## config.mk

```make
export PLATFORM = sky130hd
export DESIGN_NAME = vid_slot_seq
export DESIGN_NICKNAME = d
export VERILOG_FILES = /design/src/rtl/vss_pkg.sv /design/src/rtl/vss_ctrl.sv /design/src/rtl/vss_class.sv /design/src/rtl/vss_fifo_lat.sv /design/src/rtl/vid_slot_seq.sv
export SDC_FILE = /design/constraint.sdc
export NUM_CORES = 1
export LEC_CHECK = 0
export BUFFER_PORTS_ARGS = -buffer_cell sky130_fd_sc_hd__buf_4
export CAP_MARGIN = 10
export CORE_UTILIZATION = 55
export DETAILED_ROUTE_END_ITERATION = 12
export PLACE_DENSITY = 0.86
export SYNTH_ARGS = -nofsm -noshare
export SYNTH_HDL_FRONTEND = slang
export SYNTH_SLANG_ARGS = --single-unit
```

## constraint.sdc

```tcl
create_clock -name clk -period 4.06 [get_ports clk]
set_input_delay 0.406 -clock clk [delete_from_list [all_inputs] [get_ports clk]]
set_output_delay 0.406 -clock clk [all_outputs]
set_load 0.005 [all_outputs]
```

## src/rtl/vss_pkg.sv

```systemverilog
package vss_pkg;

  localparam int CNT_W = 8;
  localparam int IDX_W = 8;

  typedef logic [CNT_W-1:0] cnt_t;
  typedef logic [IDX_W-1:0] idx_t;

  // strobes handed from control to datapath on every slot step
  typedef struct packed {
    logic step;     // a slot pulse was taken this cycle
    logic hintHit;  // the step enters the interrupt count
    cnt_t nxt;      // count being entered
    logic wide;     // column mode that governs the entered slot
    logic act;      // display-active flag that governs the entered slot
  } slot_step_t;

  function automatic cnt_t hintOf(input logic wide);
    return wide ? cnt_t'(8'hA4) : cnt_t'(8'h84);
  endfunction

  function automatic cnt_t gapLast(input logic wide);
    return wide ? cnt_t'(8'hB6) : cnt_t'(8'h93);
  endfunction

  function automatic cnt_t gapResume(input logic wide);
    return wide ? cnt_t'(8'hE5) : cnt_t'(8'hE9);
  endfunction

  function automatic logic isRefresh(input cnt_t n, input logic wide);
    case (n)
      cnt_t'(26), cnt_t'(58), cnt_t'(90), cnt_t'(122), cnt_t'(250): return 1'b1;
      cnt_t'(154): return wide;
      default: return 1'b0;
    endcase
  endfunction

  function automatic logic isListed(input cnt_t n, input logic wide);
    logic common;
    case (n)
      cnt_t'(2), cnt_t'(10), cnt_t'(18), cnt_t'(34), cnt_t'(42), cnt_t'(50),
      cnt_t'(66), cnt_t'(74), cnt_t'(82), cnt_t'(98), cnt_t'(106),
      cnt_t'(114), cnt_t'(130): common = 1'b1;
      default: common = 1'b0;
    endcase
    if (wide) begin
      case (n)
        cnt_t'(138), cnt_t'(146), cnt_t'(161), cnt_t'(162), cnt_t'(232): return 1'b1;
        default: return common;
      endcase
    end else begin
      case (n)
        cnt_t'(129), cnt_t'(145), cnt_t'(243): return 1'b1;
        default: return common;
      endcase
    end
  endfunction

  function automatic logic isAccess(input cnt_t n, input logic wide, input logic act);
    return act ? isListed(n, wide) : !isRefresh(n, wide);
  endfunction

endpackage

```

## src/rtl/vss_ctrl.sv

```systemverilog
module vss_ctrl
  import vss_pkg::*;
(
  input  logic       clk,
  input  logic       rst,
  input  logic       slotEn,
  input  logic       wide40,
  input  logic       dispActive,
  output cnt_t       count,
  output slot_step_t stepInfo
);

  logic modeWide, modeAct;
  cnt_t nxtRaw;
  logic hitHint;

  always_comb begin
    nxtRaw  = (count == gapLast(modeWide)) ? gapResume(modeWide) : count + cnt_t'(1);
    hitHint = (nxtRaw == hintOf(modeWide));
    stepInfo.step    = slotEn;
    stepInfo.hintHit = slotEn && hitHint;
    stepInfo.nxt     = nxtRaw;
    stepInfo.wide    = hitHint ? wide40     : modeWide;
    stepInfo.act     = hitHint ? dispActive : modeAct;
  end

  always_ff @(posedge clk) begin
    if (rst) begin
      count    <= hintOf(wide40);
      modeWide <= wide40;
      modeAct  <= dispActive;
    end else if (slotEn) begin
      count <= nxtRaw;
      if (hitHint) begin
        modeWide <= wide40;
        modeAct  <= dispActive;
      end
    end
  end


  hold_no_pulse_chk: assert property (@(posedge clk) disable iff (rst)
    (!$past(slotEn) && !$past(rst)) |-> $stable(count));


  hint_count_chk: assert property (@(posedge clk) disable iff (rst)
    stepInfo.hintHit |=> (count == 8'h84 || count == 8'hA4));

endmodule

```

## src/rtl/vss_class.sv

```systemverilog
module vss_class
  import vss_pkg::*;
(
  input  logic       clk,
  input  logic       rst,
  input  slot_step_t stepInfo,
  output logic       accessStb,
  output logic       refreshStb,
  output logic       hintMark,
  output idx_t       accessIdx
);

  idx_t idxNext;
  idx_t base;
  logic accNow, refNow;

  always_comb begin
    base   = stepInfo.hintHit ? '0 : idxNext;
    accNow = isAccess(stepInfo.nxt, stepInfo.wide, stepInfo.act);
    refNow = isRefresh(stepInfo.nxt, stepInfo.wide);
  end

  always_ff @(posedge clk) begin
    if (rst) begin
      accessStb  <= 1'b0;
      refreshStb <= 1'b0;
      hintMark   <= 1'b0;
      accessIdx  <= '0;
      idxNext    <= '0;
    end else begin
      accessStb  <= stepInfo.step && accNow;
      refreshStb <= stepInfo.step && refNow;
      hintMark   <= stepInfo.hintHit;
      if (stepInfo.step) begin
        if (accNow) begin
          accessIdx <= base;
          idxNext   <= base + idx_t'(1);
        end else begin
          idxNext <= base;
        end
      end
    end
  end


  no_overlap_chk: assert property (@(posedge clk) disable iff (rst)
    !(accessStb && refreshStb));


  idx_restart_chk: assert property (@(posedge clk) disable iff (rst)
    (hintMark && accessStb) |-> (accessIdx == '0));

endmodule

```

## src/rtl/vss_fifo_lat.sv

```systemverilog
module vss_fifo_lat #(
  parameter int LAT = 3
) (
  input  logic clk,
  input  logic rst,
  input  logic slotEn,
  input  logic wrStart,
  output logic fifoReady
);

  localparam int LW = (LAT < 2) ? 1 : $clog2(LAT + 1);

  logic [LW-1:0] latCnt;

  always_ff @(posedge clk) begin
    if (rst)                            latCnt <= '0;
    else if (wrStart)                   latCnt <= LW'(LAT);
    else if (slotEn && latCnt != '0)    latCnt <= latCnt - LW'(1);
  end

  assign fifoReady = (latCnt == '0);


  start_blocks_chk: assert property (@(posedge clk) disable iff (rst)
    wrStart |=> !fifoReady);

endmodule

```

## src/rtl/vid_slot_seq.sv

```systemverilog
module vid_slot_seq
  import vss_pkg::*;
#(
  parameter int FIFO_LAT = 3
) (
  input  logic       clk,
  input  logic       rst,
  input  logic       slotEn,
  input  logic       wide40,
  input  logic       dispActive,
  input  logic       wrStart,
  output logic [7:0] slotCount,
  output logic       hintMark,
  output logic       accessStb,
  output logic       refreshStb,
  output logic [7:0] accessIdx,
  output logic       fifoReady
);

  slot_step_t stepInfo;
  cnt_t       count;
  idx_t       idx;

  vss_ctrl uCtrl (
    .clk(clk), .rst(rst), .slotEn(slotEn), .wide40(wide40),
    .dispActive(dispActive), .count(count), .stepInfo(stepInfo)
  );

  vss_class uClass (
    .clk(clk), .rst(rst), .stepInfo(stepInfo), .accessStb(accessStb),
    .refreshStb(refreshStb), .hintMark(hintMark), .accessIdx(idx)
  );

  vss_fifo_lat #(.LAT(FIFO_LAT)) uFifo (
    .clk(clk), .rst(rst), .slotEn(slotEn), .wrStart(wrStart),
    .fifoReady(fifoReady)
  );

  assign slotCount = count;
  assign accessIdx = idx;

endmodule

```

==> out/metrics.yaml <==
drc_errors: 0
p_switching_uw: 263
ctsResizeCount: 0
syn_nets: 258
avgViaCountPerCell: 6.26
seqCellArea_um2: 721
synth_compound_area_share_pct: 20.1
finalSetupViolCount: 0
max_freq_ghz: 0.299
p_per_area_nw_per_um2: 351
ys_async_sr_fraction_pct: 0
yosysSeqAreaShare_pct: 33.0
ir_drop_v: 0.000302
crit_fanout: 20
cts_max_path_buffers: 2
p_int_uw: 612
filler_cell_count: 329
syn_area_um2: 2190
finalHoldViolations: 0
synthMuxAreaShare_pct: 5.09
cp-end-kind: "register"
cts_max_level: 2
dp_hpwl_um: 3590
postRouteAntennaNets: 0
grt_pass1_vias: 1811
cts.sinks: 31
clock-root-buffer: "clkbuf_8"
cp.required_ps: 4240
relSlewSlack_pct: 53.3
core_area_um2: 3740
multi_input_area_um2: 1350
drive_gt1_share_pct: 20.1
fp.dieW_um: 65.0
grt_pass1_wl_um: 8700
dieArea_um2: 4230
yosys_warnings: 0
critPathKind: "reg -> reg"
fin_crit_sh_pct: 82.4
die_h_um: 65.0
rsz0062_at_grt: "false"
via_count: 2008
r2r_slack_ps: 710
cts_setup_buffers: 0
synth_xor_xnor_area_share_pct: 1.60
ys.flop_type: "dfxtp_1"
worst_slew_pin_slew_ps: 701
area_delta_synth_final_pct: 14.0
status: "completed"
grt_overflow: 0
avgSynthCellArea_um2: 8.78
cts_tree: "done"
clock_latency_ps: 280
io_buffers: 25
p_total_uw: 874
crit_path_start_kind: "register"
whs_path_depth: 3
yosysUniqueCellTypes: 65
routed_wl_um: 5180
p_comb_share_pct: 24.3
grtUsageTotal_pct: 26.6
cts_made_buffers: 5
nNetsFinal: 281
drt_first_pass_iters: 6
seqPwrFrac_pct: 42.0
path_clk_slew_ps: 70
reg2reg_depth: 11
diodes: 0
layout_commonest_cell: "buf_4"
ioPinCount: 26
leakage_nw: 0.959
final_cells: 321
cts_hold_buf: 0
drt-initial-drc-count: 245
tns_ps: 0
synth_edf_count: 10
grt_max_degree: 32
ys_ff_latch: 31
cp.arrival_ps: 3520
clkPwrFrac_pct: 33.7
syn_inst: 249
wire_per_inst_um: 16.1
initial_core_util_pct: 58.4
finClkSkew_ps: 5.31
rows: 22
placedCellCount: 313
synth_top_family_by_area: "simple AND/OR/NAND/NOR gates"
gp_congestion: 0.938
synthAdderAreaFrac_pct: 1.72
final.min_clock_period_ps: 3350
synthSimpleGateAreaFrac_pct: 33.2
final_cell_mix: "buf_4 (30), nand2_1 (24), dfxtp_1 (21), nor2_1 (16), nand2b_1 (15)"
maxSlewViolCount: 0
antenna_found_initial: 0
p_sw_share_pct: 30.1
cap_violations: 0
hold_path_class: "in -> reg"
-- power by group through the flow --
stage | Combinational [mW] | Sequential (mW) | Clock (mW)
2_1_floorplan | 0.169 | 0.357 | 0
3_3_place_gp | 0.207 | 0.372 | 0
3_5_place_dp | 0.208 | 0.373 | 0
4_1_cts | 0.210 | 0.366 | 0.300
5_1_grt | 0.232 | 0.370 | 0.314
6_report | 0.213 | 0.367 | 0.294
-- through the flow --
stage / utilization (%) / area [um2] / worst slack [ps] / hold WS, ps
detailed placement: 63.7 / 2380 / 825 / 464
finish: 66.6 / 2490 / 713 / 359
floorplan: - / 2190 / 1130 / 443
CTS: 66.6 / 2490 / 749 / 360
global route: 66.6 / 2490 / 406 / 369
global placement: 63.7 / 2380 / 921 / 453
-- Yosys cell counts (all sizes together), types with 4 or more instances --
master / number / share of area, %
nand2: 25 / 5.0
dfxtp: 21 / 19
nor2: 16 / 2.7
nand2b: 15 / 4.3
edfxtp: 10 / 14
mux2i: 10 / 4.6
o21ai: 9 / 2.2
a21oi: 8 / 1.8
and3: 8 / 2.3
buf: 8 / 2.9
inv: 8 / 1.4
nand3: 7 / 2.2
nor3: 7 / 1.8
o21a: 7 / 2.4
clkbuf: 6 / 1.0
nor2b: 6 / 1.7
nor4: 5 / 1.4
o22ai: 5 / 1.4
a211oi: 4 / 1.4
nor3b: 4 / 1.4
or2: 4 / 1.1
or3: 4 / 1.6
-- flip-flops by register name, summed over array words and instances (netlist names) --
signal and count:
uClass.accessStb 1, uClass.idxNext 8, uClass.refreshStb 1, uCtrl.modeAct 1
uClass.accessIdx 8, uCtrl.count 8, uCtrl.modeWide 1, uFifo.latCnt 2
uClass.hintMark 1
-- worst max-delay path: stages, from the launching register on --
cell	delay (ps)
edfxtp_1	640
or3_1	440
o311ai_2	440
a2111oi_4	120
o21ai_2	190
nor2_1	160
a21boi_0	320
ha_1	260
nand3_1	130
nor3b_1	250
a21oi_1	90
o21a_1	180
-- cell families after synthesis --
logic type | Yosys count
adder cells (fa/ha/maj) | 3
multiplexers | 11
buffers and inverters | 22
flip-flops | 31
XOR/XNOR | 4
AO/OA/AOI/OAI | 58
AND/OR/NAND/NOR | 120
-- layer usage --
metal	wire [um]	GRT usage (%)	up-vias	share of wire, %
met2	2320	38.3	106	45
met4	102	11.1	0	2.0
met1	2310	38.2	915	45
met5	0	0	-	0
met3	448	5.46	16	8.7
li1	-	-	971	-
-- cell type report --
class / instances / share of cell area, %
inverter: 8 / 1.20
clock inverter: 3 / 1.56
multi-input combinational: 196 / 54.1
sequential: 31 / 28.9
tap: 48 / 2.41
timing repair buffer: 30 / 9.04
clock buffer: 5 / 2.76
-- worst paths after layout --
path	start	end
worst max-delay path	uCtrl.count[2]	uClass.idxNext[6]
worst min-delay path	wrStart	uFifo.latCnt[0]
worst min register to register	uClass.idxNext[7]	uClass.accessIdx[7]
worst max register to register	uCtrl.count[2]	uClass.idxNext[6]
(Power assumes the default switching activity.)
